[src/rtl/pcg_pkg.sv]
package pcg_pkg;

    typedef enum logic [1:0] {
        CMB_BOTH  = 2'b00,
        CMB_HORIZ = 2'b01,
        CMB_VERT  = 2'b10,
        CMB_DIFF  = 2'b11
    } combine_e;

    // Field layout of the 5-bit control word (bit 4 down to bit 0)
    typedef struct packed {
        logic     enable;
        logic     alternate;
        logic     invert;
        combine_e combine;
    } ctrl_t;

    typedef struct packed {
        logic odd;
    } parity_st_t;

    typedef struct packed {
        logic level;
    } out_st_t;

endpackage

[src/rtl/pcg_window.sv]
module pcg_window #(
    parameter int CNT_W   = 10,
    parameter int START_W = 10,
    parameter int LEN_W   = 11
) (
    input  logic [CNT_W-1:0]   cnt,
    input  logic [START_W-1:0] start,
    input  logic [LEN_W-1:0]   len,
    output logic               active
);
    localparam int WIDEST = (START_W > LEN_W) ? START_W : LEN_W;
    localparam int MAXW   = (WIDEST > CNT_W) ? WIDEST : CNT_W;
    localparam int CMP_W  = MAXW + 1;

    logic [CMP_W-1:0] cnt_x;
    logic [CMP_W-1:0] lo_x;
    logic [CMP_W-1:0] hi_x;

    always_comb begin
        cnt_x  = CMP_W'(cnt);
        lo_x   = CMP_W'(start);
        hi_x   = lo_x + CMP_W'(len);
        active = (cnt_x >= lo_x) && (cnt_x < hi_x);
    end
endmodule

[src/rtl/pcg_parity.sv]
module pcg_parity
    import pcg_pkg::*;
(
    input  logic clk,
    input  logic rst_n,
    input  logic frame_start,
    output logic odd
);
    parity_st_t st_d, st_q;

    always_comb begin
        st_d = st_q;
        if (frame_start) begin
            st_d.odd = ~st_q.odd;
        end
    end

    always_ff @(posedge clk or negedge rst_n) begin
        if (!rst_n) begin
            st_q <= '0;
        end else begin
            st_q <= st_d;
        end
    end

    assign odd = st_q.odd;
endmodule

[src/rtl/pcg_merge.sv]
module pcg_merge
    import pcg_pkg::*;
(
    input  logic  horiz,
    input  logic  vert,
    input  ctrl_t ctrl,
    input  logic  odd,
    output logic  level
);
    logic merged;

    always_comb begin
        unique case (ctrl.combine)
            CMB_BOTH:  merged = horiz & vert;
            CMB_HORIZ: merged = horiz;
            CMB_VERT:  merged = vert;
            CMB_DIFF:  merged = horiz ^ vert;
            default:   merged = 1'b0;
        endcase
        level = ctrl.enable & (merged ^ ctrl.invert ^ (ctrl.alternate & odd));
    end
endmodule

[src/rtl/panel_gpo_gen.sv]
module panel_gpo_gen
    import pcg_pkg::*;
#(
    parameter int PIX_CNT_W   = 10,
    parameter int PIX_START_W = 10,
    parameter int PIX_LEN_W   = 11,
    parameter int LINE_W      = 11
) (
    input  logic                   clk,
    input  logic                   rst_n,
    input  logic                   frame_start,
    input  logic [PIX_CNT_W-1:0]   pix_cnt,
    input  logic [LINE_W-1:0]      line_cnt,
    input  logic [PIX_START_W-1:0] pix_start,
    input  logic [PIX_LEN_W-1:0]   pix_len,
    input  logic [LINE_W-1:0]      line_start,
    input  logic [LINE_W-1:0]      line_len,
    input  logic [4:0]             ctrl,
    output logic                   gpo_out
);
    localparam int CTRL_W = $bits(ctrl_t);

    ctrl_t   ctrl_s;
    logic    h_win;
    logic    v_win;
    logic    frame_odd;
    logic    level;
    out_st_t st_d, st_q;

    assign ctrl_s = ctrl_t'(ctrl[CTRL_W-1:0]);

    pcg_window #(
        .CNT_W  (PIX_CNT_W),
        .START_W(PIX_START_W),
        .LEN_W  (PIX_LEN_W)
    ) u_hwin (
        .cnt   (pix_cnt),
        .start (pix_start),
        .len   (pix_len),
        .active(h_win)
    );

    pcg_window #(
        .CNT_W  (LINE_W),
        .START_W(LINE_W),
        .LEN_W  (LINE_W)
    ) u_vwin (
        .cnt   (line_cnt),
        .start (line_start),
        .len   (line_len),
        .active(v_win)
    );

    pcg_parity u_par (
        .clk        (clk),
        .rst_n      (rst_n),
        .frame_start(frame_start),
        .odd        (frame_odd)
    );

    pcg_merge u_mrg (
        .horiz(h_win),
        .vert (v_win),
        .ctrl (ctrl_s),
        .odd  (frame_odd),
        .level(level)
    );

    always_comb begin
        st_d       = st_q;
        st_d.level = level;
    end

    always_ff @(posedge clk or negedge rst_n) begin
        if (!rst_n) begin
            st_q <= '0;
        end else begin
            st_q <= st_d;
        end
    end

    assign gpo_out = st_q.level;
endmodule

[config.mk]
export PLATFORM = sky130hd
export DESIGN_NAME = panel_gpo_gen
export DESIGN_NICKNAME = d
export VERILOG_FILES = /design/src/rtl/pcg_pkg.sv /design/src/rtl/pcg_window.sv /design/src/rtl/pcg_parity.sv /design/src/rtl/pcg_merge.sv /design/src/rtl/panel_gpo_gen.sv
export SDC_FILE = /design/constraint.sdc
export NUM_CORES = 1
export LEC_CHECK = 0
export ABC_AREA = 0
export ABC_CLOCK_PERIOD_IN_PS = 1500
export BUFFER_PORTS_ARGS = -buffer_cell sky130_fd_sc_hd__buf_4
export CAP_MARGIN = 20
export CORE_UTILIZATION = 51
export DETAILED_ROUTE_END_ITERATION = 6
export PLACE_DENSITY = 0.85
export RECOVER_POWER = 50
export SLEW_MARGIN = 25
export SYNTH_ARGS = -nofsm -noshare
export SYNTH_HDL_FRONTEND = slang
export SYNTH_SLANG_ARGS = --single-unit
[constraint.sdc]
create_clock -name clk -period 1.5 [get_ports clk]
set_clock_uncertainty 0.1 [all_clocks]
set_input_delay 0.15 -clock clk [delete_from_list [all_inputs] [get_ports clk]]
set_output_delay 0.15 -clock clk [all_outputs]
set_load 0.01 [all_outputs]
Word level (Yosys, flattened, before mapping)

Cells that the tools add are included.

Bits of input ports: 72
Bits in writable memories: 0
Bits in latches: 0
Memories kept: 0
ROM bits: 0
Register bits after elaboration: 2

Equality and inequality tests: 3
Div/mod/pow operators: 0
Muxes and demuxes: 1
Reduce and logical (&&, ||, !) cells: 3
$mul: 0
Add/sub/neg operators: 2
Shifts and indexed selects: 0
Bitwise logic cells: 7
$lt $le $gt $ge: 4

Operators with widths:

| operator           | count |
|---|---|
| $add 10x11->12     | 1 |
| $add 11x11->12     | 1 |
| $lt 10x12->1       | 1 |
| $lt 11x12->1       | 1 |
| $ge 11x11->1       | 1 |
| $ge 10x10->1       | 1 |
| $eq 2x2->1 const B | 2 |
| $pmux 1 s4         | 1 |
| $and 1x1->1        | 3 |
| $xor 1x1->1        | 3 |
| $eq 2x1->1 const B | 1 |
| $logic_and 1x1->1  | 2 |
| $logic_not 2->1    | 1 |
| $not 1->1          | 1 |

Depth between registers and ports, before layout

Gate-level depths: netlist of the first run.

Depth after elaboration: 8
Gate-level depth with buffers: 22

Modules after synthesis

A second synthesis of the first run with hierarchy kept.

Cell total of the unflattened synthesis: 247
Area, all modules: 1956.9 um^2

By module, submodules not included:

| module              | cells each | area an instance (um^2) | times used | seq. area each (um^2) |
|---|---|---|---|---|
| pcg_window (u_vwin) | 129        | 983.4                   | 1          | 0.0 |
| pcg_window (u_hwin) | 110        | 843.3                   | 1          | 0.0 |
| pcg_merge           | 5          | 71.3                    | 1          | 0.0 |
| pcg_parity          | 2          | 33.8                    | 1          | 25.0 |
| panel_gpo_gen       | 1          | 25.0                    | 1          | 25.0 |

Worst setup path before layout of the first run

No wires, ideal clock.

Path kind: input to register
Start: input line_start[0]
End: register st_q, in the netlist gpo_out
Data arrival time: 3.772 ns
Setup slack: -2.492 ns
Buffers on the path: 0
Stages on the path: 21
Cells stage by stage: ha_1 fa_1 a21o_1 a21oi_1 o21bai_1 a21oi_1 o21ai_0 a21o_2 a21oi_1 xor2_1 ha_1 nor2_1 a211o_1 a31oi_1 a21oi_1 ha_1 mux2i_1 o31ai_1 a31oi_2 or3_1 and3_1

Word-level cells in the longest chain between the ends: 8
Elaborated cells on any way between the ends: 10

RTL lines:

| element                                           | line                             | RTL |
|---|---|---|
| start, declared                                   | panel_gpo_gen.sv:16              | `input logic [LINE_W-1:0] line_start,` |
| $add 11x11->12                                    | pcg_window.sv:22                 | `hi_x = lo_x + CMP_W'(len);` |
| $lt 11x12->1                                      | pcg_window.sv:23                 | `active = (cnt_x >= lo_x) && (cnt_x < hi_x);` |
| $logic_and 1x1->1 (*)                             | pcg_window.sv:23                 |  |
| $xor 1x1->1 / $and 1x1->1 (equally long branches) | pcg_merge.sv:17, pcg_merge.sv:14 |  |
| $pmux 1 s4 (*)                                    | pcg_merge.sv:13                  | `unique case (ctrl.combine)` |
| $xor 1x1->1 (*) (2 in a row)                      | pcg_merge.sv:20                  | `level = ctrl.enable & (merged ^ ctrl.invert ^ (ctrl.alternate & odd));` |
| $and 1x1->1 (*)                                   | pcg_merge.sv:20                  |  |
| net level                                         | panel_gpo_gen.sv:27              | `logic level;` |
| end signal, assigned                              | panel_gpo_gen.sv:78              | `st_q <= st_d;` |
| end, declared                                     | panel_gpo_gen.sv:28              | `out_st_t st_d, st_q;` |

The timed path passes the listed nets; every way through them passes the cells marked *.
A chain may end at the register's enable or synchronous reset.

Worst setup path after layout of the first run

Start: input line_len[0]
End: register st_q, in the netlist gpo_out

Word-level cells in the longest chain between the ends: 8
Elaborated cells on any way between the ends: 9

RTL lines:

| element                                           | line                             | RTL |
|---|---|---|
| start, declared                                   | panel_gpo_gen.sv:17              | `input logic [LINE_W-1:0] line_len,` |
| $add 11x11->12 (*)                                | pcg_window.sv:22                 |  |
| $lt 11x12->1 (*)                                  | pcg_window.sv:23                 |  |
| $logic_and 1x1->1 (*)                             | pcg_window.sv:23                 |  |
| $xor 1x1->1 / $and 1x1->1 (equally long branches) | pcg_merge.sv:17, pcg_merge.sv:14 |  |
| $pmux 1 s4 (*)                                    | pcg_merge.sv:13                  |  |
| $xor 1x1->1 (*) (2 in a row)                      | pcg_merge.sv:20                  |  |
| $and 1x1->1 (*)                                   | pcg_merge.sv:20                  |  |
| net level                                         | panel_gpo_gen.sv:27              |  |

Marks and branches as above.

==> out/metrics.yaml, run 1 <==
status: "finished with violations"
failed_checks: "negative setup slack"
rsz0062_at_grt: "true"
worstPathCellList: "buf_4 -> ha_4 -> fa_2 -> a21o_1 -> a21oi_2 -> o21bai_1 -> a21oi_2 -> o21ai_2 -> a21o_2 -> a21oi_2 -> xor2_1 -> ha_2 -> nor2_2 -> a211o_1 -> a31oi_1 -> a21oi_1 -> ha_1 -> mux2i_1 -> o31ai_1 -> a31oi_2 -> or3_1 -> and3_1"
core_area_um2: 3661
crit_fanout: 2
first_pass_iters: 4
drv_cap: 0
grt_pass1_wl_mm: 9.839
antenna_found_initial: 0
fmax_ghz: 0.2530
p_total_mw: 1.673
setup_viol: 1
clock_sinks: 2
fin_crit_sh_pct: 263.5
wirelength_mm: 6.452
syn_nets: 383
grt_pass1_vias: 2342
power_density_nw_per_um2: 527.2
clockBufferDepth: 2
min_path_type: "in -> reg"
arrival_ps: 3950
gp_congestion: 0.8635
netlist_area_um2: 1951
die_w_um: 63.85
overflow: 0
root_buffer: "clkbuf_8"
gr-usage-all-layers_pct: 30.25
synth_edf_count: 0
fin_cells: 433
cpPeakStageDelay_ps: 360
hold_violations: 0
worstSetupEndpointType: "flip-flop"
io_pins: 73
yosysSeqAreaShare_pct: 2.566
async_flop_share_pct: 100.0
clk_latency_ps: 220
crit_top_cell: "a21oi_2"
criticalPathCategory: "in -> reg"
ys.warnings.count: 0
syn_to_final_growth_pct: 62.67
tightest_slew_ps: 443.3
postRouteAntennaNets: 0
slew_headroom_pct: 69.68
fin_nets: 523
grt_max_degree: 7
drcViolationCount: 0
avgSynthCellArea_um2: 7.897
crit_slowest_cell: "fa_2"
cts_tree: "done"
drv_slew: 0
synthFlopType: "dfrtp_1"
setup_slack_ps: -2452
clkTransAtPathRegs_ps: 30
wl_per_cell_um: 14.90
synth_cell_type_count: 42
layout_min_cycle_time_ps: 3952
vias_per_cell: 5.651
leakagePower_nw: 1.699
vias: 2447
cts_buffers: 3
drive_above_1_share_pct: 41.82
drtIter0Drc: 136
ys_seq_elements: 2
htree_levels: 1
dp_hpwl_mm: 4.875
critPathLaunchType: "input port"
num_rows: 22
netlist_instances: 247
vdd_drop_max_mv: 0.2569
finalInstanceArea_um2: 3173
die_y_um: 63.85
crit_required_ps: 1500
placed_cell_area_um2: 2995
dp.cells: 421
post-place-ws_ps: -2659
dieArea_um2: 4076
io_buffers: 72
antennaDiodeCount: 0
start_util_pct: 53.28
[power by group]
part / switching, mW / internal [mW]
registers: 0.0107 / 0.0747
logic: 0.640 / 0.726
clock network: 0.0510 / 0.171
[layout make-up]
| cell class | instances | area, um2 |
|---|---|---|
| clock buffers | 3 | 41.29 |
| fillers | 183 | 488.0 |
| inverters | 28 | 105.1 |
| multi-input cells | 217 | 1888 |
| flip-flops and latches | 2 | 50.05 |
| well taps | 48 | 60.06 |
| repair buffers | 135 | 1028 |
[what timing repair did]
| action | CTS | global route |
|---|---|---|
| hold endpoints to repair | 2 | 0 |
| buffers inserted | 5 | 3 |
| setup endpoints to repair | 1 | 1 |
| pin swaps | 16 | 8 |
| hold buffers | 1 | 0 |
| resized for setup | 10 | 8 |
[cell families after synthesis]
family          after synthesis  share of synthesized area (%)
flops                         2                          2.566
simple gates                 56                          14.05
buf+inv                      28                          5.388
compound gates               76                          26.56
fa+ha+maj                    64                          41.82
xor+xnor                     19                          8.531
mux                           2                          1.090
[metrics by stage]
stage / setup TNS (ps) / hold slack, ps / util, %
2_1_floorplan: -2154 / -245.6 / -
3_3_place_gp: -2578 / -166.0 / 81.82
3_5_place_dp: -2659 / -165.4 / 81.82
4_1_cts: -2259 / 13.10 / 85.24
5_1_grt: -2622 / 22.09 / 86.67
6_report: -2452 / 17.47 / 86.67
[critical path: cells and delay by family]
family | cells | cell delay [ps]
buf+inv | 1 | 120
fa+ha+maj | 4 | 1130
mux | 1 | 70
simple gates | 3 | 550
xor+xnor | 1 | 80
compound gates | 12 | 1850
[Yosys cell counts, drive strengths merged (2+ instances only)]
| master | n | area (um2) |
|---|---|---|
| a211oi | 5 | 47.54 |
| o21a | 2 | 15.01 |
| a21oi | 24 | 120.1 |
| nor2b | 2 | 12.51 |
| xor2 | 11 | 96.34 |
| xnor2 | 8 | 70.07 |
| dfrtp | 2 | 50.05 |
| a211o | 2 | 17.52 |
| o21bai | 3 | 22.52 |
| and3 | 2 | 13.77 |
| ha | 62 | 775.7 |
| nand3 | 2 | 10.01 |
| a2111oi | 2 | 17.52 |
| nor2 | 18 | 67.56 |
| nand4 | 5 | 31.28 |
| nand2b | 3 | 18.77 |
| nor3 | 3 | 15.01 |
| o21ai | 9 | 45.04 |
| inv | 28 | 105.1 |
| or3 | 2 | 12.51 |
| a21o | 9 | 68.82 |
| and2 | 2 | 12.51 |
| o211ai | 7 | 52.55 |
| o2111ai | 2 | 17.52 |
| a31oi | 4 | 31.28 |
| nand2 | 13 | 48.80 |
| fa | 2 | 40.04 |
| o31ai | 3 | 22.52 |
[layout by cell type (no fill, tap or decap), types with 2 or more instances in the layout]
cell type	n
clkbuf_8	3
nand4_1	5
o2111ai_1	2
a21oi_1	17
o211ai_1	7
a21o_1	8
a21oi_2	7
nand2_1	12
o31ai_1	2
a31oi_1	3
xor2_1	11
dfrtp_1	2
nand3_1	2
a211oi_2	3
a211o_1	2
and2_1	2
nor3_1	3
buf_4	131
nand2b_1	3
nor2b_1	2
o21a_1	2
or3_1	2
ha_1	59
a2111oi_0	2
ha_4	2
o21bai_1	3
inv_1	28
xnor2_1	8
nor2_2	2
nor2_1	16
fa_2	2
o21ai_0	7
[routing by layer]
layer | vias up | wire length, um | part of all wire [%] | global-route usage [%]
met2 | 111 | 3268 | 51 | 53.86
met1 | 1111 | 2660 | 41 | 35.82
li1 | 1199 | - | - | -
met4 | 0 | 234 | 3.6 | 14.77
met3 | 26 | 288 | 4.5 | 2.857
met5 | - | 0 | 0 | 0
[flip-flops by register name (all words and copies together), names as in the netlist]
register,cells
gpo_out,1
u_par.odd,1
[worst paths after layout]
check / start / slack [ps] / cells after the start / end
max: line_len[0] / -2450 / 22 / gpo_out
min: frame_start / 20 / 2 / u_par.odd
max reg2reg: u_par.odd / 140 / 4 / gpo_out
min reg2reg: u_par.odd / 370 / 1 / u_par.odd
max in group asynchronous: rst_n / 970 / 2 / gpo_out
min in group asynchronous: rst_n / 180 / 2 / u_par.odd
Note: power is estimated with default switching activity, not from simulation.
==> run 2, diff against run 1 <==
- ABC_AREA: 0 -> 1
- CORE_UTILIZATION: 51 -> 52
- PLACE_DENSITY: 0.85 -> 0.86
==> run 2 against run 1 <==
Critical path depth is 3 higher. Worst hold slack got worse by 4.0 ps. Routed wire length is 9.7% higher. Utilization increased by 0.23 points. The flow still finishes with violations (negative setup slack). Synthesized area is 7.1% higher. Global-route usage increased by 1.3 points. Final cell count increased by 15%. Final area increased by 2.5%. Via count grew 13%. Fmax is 22% higher.
==> out/metrics.yaml, run 2 <==
syn_nets: 452
antenna_found_initial: 0
grt_max_degree: 6
drtIter0Drc: 155
status: "finished with violations"
crit_end: "gpo_out"
cp_top_family: "simple AND/OR/NAND/NOR gates"
vias: 2765
hold_violations: 0
clkTransAtPathRegs_ps: 30
tightest_slew_ps: 264.6
startpoint: "line_start[3]"
io_pins: 73
die_y_um: 65.37
finalInstanceArea_um2: 3253
worstSetupEndpointType: "flip-flop"
synthFlopType: "dfrtp_1"
r2r_slack_ps: 350
crit_required_ps: 1500
dp.cells: 486
overflow: 0
fin_cells: 496
final_cell_mix: "buf_4 (125), nand2_1 (73), ha_1 (60)"
vdd_drop_max_mv: 0.2901
clockBufferDepth: 2
gr-usage-all-layers_pct: 31.57
root_buffer: "clkbuf_8"
drive_above_1_share_pct: 36.16
yosysMostFrequentCell: "nand2_1"
synth_edf_count: 0
clk_latency_ps: 210
ys.warnings.count: 0
vias_per_cell: 5.575
cts_tree: "done"
layout_commonest_cell: "buf_4"
grt_pass1_vias: 2818
cpPeakStageDelay_ps: 390
crit_slowest_cell: "ha_1"
fmax_ghz: 0.3094
die_w_um: 65.37
drv_slew: 0
num_rows: 22
p_total_mw: 1.707
synth_cell_type_count: 29
fin_crit_sh_pct: 215.5
tns_ps: -1732
post-place-ws_ps: -1942
drcViolationCount: 0
dieArea_um2: 4273
async_flop_share_pct: 100.0
start_util_pct: 55.78
setup_viol: 1
criticalPathCategory: "in -> reg"
netlist_instances: 316
yosysTopAreaCell: "ha_1"
wirelength_mm: 7.075
antennaDiodeCount: 0
placed_cell_area_um2: 3070
r2r_cells: 5
core_area_um2: 3744
fin_util_pct: 86.90
ys_top_cells_by_count: "nand2_1 (80), ha_1 (62), inv_1 (46), a21oi_1 (26), nor2_1 (20)"
layout_min_cycle_time_ps: 3232
netlist_area_um2: 2088
min_path_type: "in -> reg"
synth_top_area_share_pct: 37.15
yosysSeqAreaShare_pct: 2.397
gp_congestion: 0.8301
avgSynthCellArea_um2: 6.608
setup_slack_ps: -1732
postRouteAntennaNets: 0
wl_per_cell_um: 14.26
io_buffers: 72
slew_headroom_pct: 82.18
worstReg2RegStart: "u_par.odd"
cts_buffers: 3
crit_top_cell: "nand2_2"
leakagePower_nw: 1.867
htree_levels: 1
clock_sinks: 2
r2r_end: "gpo_out"
first_pass_iters: 4
rsz0062_at_grt: "true"
drv_cap: 0
critPathBufInv: 2
whs_ps: 13.49
cp_num_cells: 25
grt_pass1_wl_mm: 10.74
synth.area.top_cells: "ha_1 (37%), nand2_1 (14%), inv_1 (8.3%)"
arrival_ps: 3230
fin_nets: 586
failed_checks: "negative setup slack"
dp_hpwl_mm: 5.612
power_density_nw_per_um2: 524.8
syn_to_final_growth_pct: 55.78
critPathLaunchType: "input port"
crit_fanout: 4
ys_seq_elements: 2
run 2: final cells by class:
| class | count | area, um2 |
|---|---|---|
| Multi-Input combinational cell | 268 | 1951 |
| Timing Repair Buffer | 129 | 978.4 |
| Clock buffer | 3 | 41.29 |
| Inverter | 46 | 172.7 |
| Fill cell | 225 | 490.5 |
| Tap cell | 48 | 60.06 |
| Sequential cell | 2 | 50.05 |
run 2: how the worst min path moves through the flow:
| stage | start | to | slack [ps] | cells past startpoint |
|---|---|---|---|---|
| 2_1_floorplan | rst_n | gpo_out | -250 | 0 |
| 3_3_place_gp | rst_n | gpo_out | -170 | 1 |
| 3_5_place_dp | rst_n | u_par.odd | -170 | 1 |
| 4_1_cts | frame_start | u_par.odd | 10 | 2 |
| 5_1_grt | frame_start | u_par.odd | 10 | 2 |
| 6_report | frame_start | u_par.odd | 10 | 2 |
run 2: what timing repair did:
| action | CTS | global route |
|---|---|---|
| hold buffers | 1 | 0 |
| hold endpoints to repair | 2 | 0 |
| gates resized for setup | 6 | 16 |
| pin swaps | 22 | 22 |
| buffers inserted | 6 | 0 |
| endpoints found under the setup margin | 1 | 1 |
run 2: cells by family (layout without fill, tap and decap cells):
kind of cell / Yosys count / after routing / synth area share (%)
AOI/OAI and AO/OA: 47 / 47 / 13.00
xor gates and xnor gates: 19 / 19 / 7.969
adders and majority gates: 64 / 64 / 39.07
buffers and inverters: 46 / 178 / 8.269
DFF: 2 / 2 / 2.397
and+or+nand+nor: 138 / 138 / 29.30
run 2: metal layers:
| layer | global-route usage [%] | wire length [um] |
|---|---|---|
| met1 | 28.20 | 2500 |
| met2 | 66.49 | 3878 |
| met3 | 3.819 | 345 |
| met4 | 16.30 | 350 |
| met5 | 0 | 0 |
run 2: report_power, final:
group          internal (mW)  leakage, nW  total [mW]  switching (mW)
combinational          0.703         1.82        1.41           0.706
clock                  0.170       0.0216       0.211          0.0414
sequential            0.0746       0.0244      0.0873          0.0128
==> run 3, diff against run 2 <==
- CORE_UTILIZATION: 52 -> 53
- CTS_BUF_LIST: unset -> sky130_fd_sc_hd__clkbuf_8
- PLACE_DENSITY: 0.86 -> 0.87
==> run 3 against run 2 <==
Non-clock buffer count is 3 lower. Final cell count is 0.60% lower. Combinational power is 6% lower. Critical endpoint unchanged. Fmax is 1.0% lower. Sequential power is 0.8% lower. Register-to-register slack better by 60 ps. Sequential share of layout area hardly changed. Largest cell class unchanged. Utilization is 1.0 points lower. Highest routed layer unchanged. Setup slack worse by 34 ps. Die area is 1.8% lower. Sequential cell count stayed put. Clock power is 2% lower. The flow still finishes with violations (negative setup slack).
==> out/metrics.yaml, run 3 (same netlist as run 2, synthesis figures left out) <==
status: "finished with violations"
failed_checks: "negative setup slack"
fin_util_pct: 85.89
p_total_mw: 1.621
crit_fanout: 3
critPathLaunchType: "input port"
vias_per_cell: 5.292
tightest_slew_ps: 362.7
power_density_nw_per_um2: 507.8
regArea_um2: 50.05
min_path_type: "in -> reg"
dieArea_um2: 4195
tns_ps: -1766
worstReg2RegStart: "u_par.odd"
grt_pass1_wl_mm: 9.701
rsz0062_at_grt: "true"
crit_required_ps: 1500
fmax_ghz: 0.3062
r2r_end: "gpo_out"
r2r_slack_ps: 410
fin_nets: 583
layout_commonest_cell: "buf_4"
post-place-ws_ps: -1993
fin_crit_sh_pct: 217.7
crit_end: "gpo_out"
slew_headroom_pct: 75.57
start_util_pct: 56.20
cts_buffers: 3
wl_per_cell_um: 11.91
clockBufferDepth: 2
overflow: 0
r2r_cells: 5
clkTransAtPathRegs_ps: 30
htree_levels: 1
dp_hpwl_mm: 5.231
vias: 2609
arrival_ps: 3260
root_buffer: "clkbuf_8"
vdd_drop_max_mv: 0.2469
cts_setup_buffers: 0
core_area_um2: 3716
io_buffers: 72
clock_sinks: 2
postRouteAntennaNets: 0
drv_cap: 0
setup_slack_ps: -1766
cts_tree: "done"
setup_viol: 1
drive_above_1_share_pct: 33.93
drv_slew: 0
fillers: 230
first_pass_iters: 4
drcViolationCount: 0
wirelength_mm: 5.874
die_w_um: 64.77
min_from: "frame_start"
gr-usage-all-layers_pct: 28.30
die_y_um: 64.77
grt_max_degree: 6
criticalPathCategory: "in -> reg"
clk_latency_ps: 210
hold_violations: 0
io_pins: 73
startpoint: "line_start[0]"
worstSetupEndpointType: "flip-flop"
antennaDiodeCount: 0
drtIter0Drc: 77
num_rows: 22
leakagePower_nw: 1.852
gp_congestion: 0.8582
antenna_found_initial: 0
min_path_cells: 2
multi_input_area_um2: 1912
grt_pass1_vias: 2642
syn_to_final_growth_pct: 52.85
final_cell_mix: "buf_4 (122), nand2_1 (77), ha_1 (61)"
layout_min_cycle_time_ps: 3266
[run 3: cell count changes in the layout (fill, tap and decap cells not counted), moves of 2 or more]
cell     change
a21oi_1      +2
a21oi_2      -2
buf_4        -3
nand2_1      +4
nand2_2      -4
[run 3: layout make-up]
class	instances	share of cell area, %
sequential	2	1.568
clock buffer	3	1.294
timing repair buffer	126	29.95
inverter	46	5.410
multi-input combinational	268	59.90
tap	48	1.882
[run 3: per-stage QoR]
stage	std cells	hold slack, ps	instance area (um2)
after floorplan	316	-245.6	2095
after global placement	489	-166.3	3093
after detailed placement	489	-165.8	3093
after CTS	493	28.94	3149
after global routing	493	28.74	3192
final	493	26.80	3192
[run 3: how the worst min path moves through the flow]
stage                      to  slack [ps]
detailed placement    gpo_out        -170
global placement      gpo_out        -170
global route        u_par.odd          30
CTS                 u_par.odd          30
floorplan             gpo_out        -250
finish              u_par.odd          30
[run 3: power breakdown]
group          switching (mW)  internal, mW
sequential             0.0120        0.0746
clock                  0.0375         0.169
combinational           0.653         0.675
total                   0.702         0.919
[run 3: layer usage]
| metal | track usage (%) | up-vias | wire length, um |
|---|---|---|---|
| met5 | 0 | - | 0 |
| met4 | 11.39 | 0 | 150 |
| met3 | 2.993 | 20 | 233 |
| met2 | 57.81 | 87 | 3139 |
| met1 | 28.12 | 1177 | 2351 |
| li1 | - | 1325 | - |
[run 3: what timing repair did]
action / in CTS / in global routing
pin swaps: 0 / 11
hold buffers: 1 / 0
endpoints found under the setup margin: 1 / 1
hold endpoints to repair: 2 / 0
gates resized for setup: 2 / 11
[run 3: critical path, cell delays in order]
cell and delay (ps):
buf_8 100, ha_4 160, fa_2 370, nand3_2 70
nand2_2 70, a21oi_2 160, o21bai_2 80, nand2_1 70
nand2_1 50, nand2_1 60, nand2_2 50, nand2_1 50
nand2_1 60, a21oi_2 150, xor2_1 80, ha_1 320
nand4_1 140, nor2_2 160, nor2_2 60, and3_1 170
ha_1 280, nand3_2 70, nand3_2 70, nand2_2 80
nand2_1 50, nand2_1 80, nor2_2 30
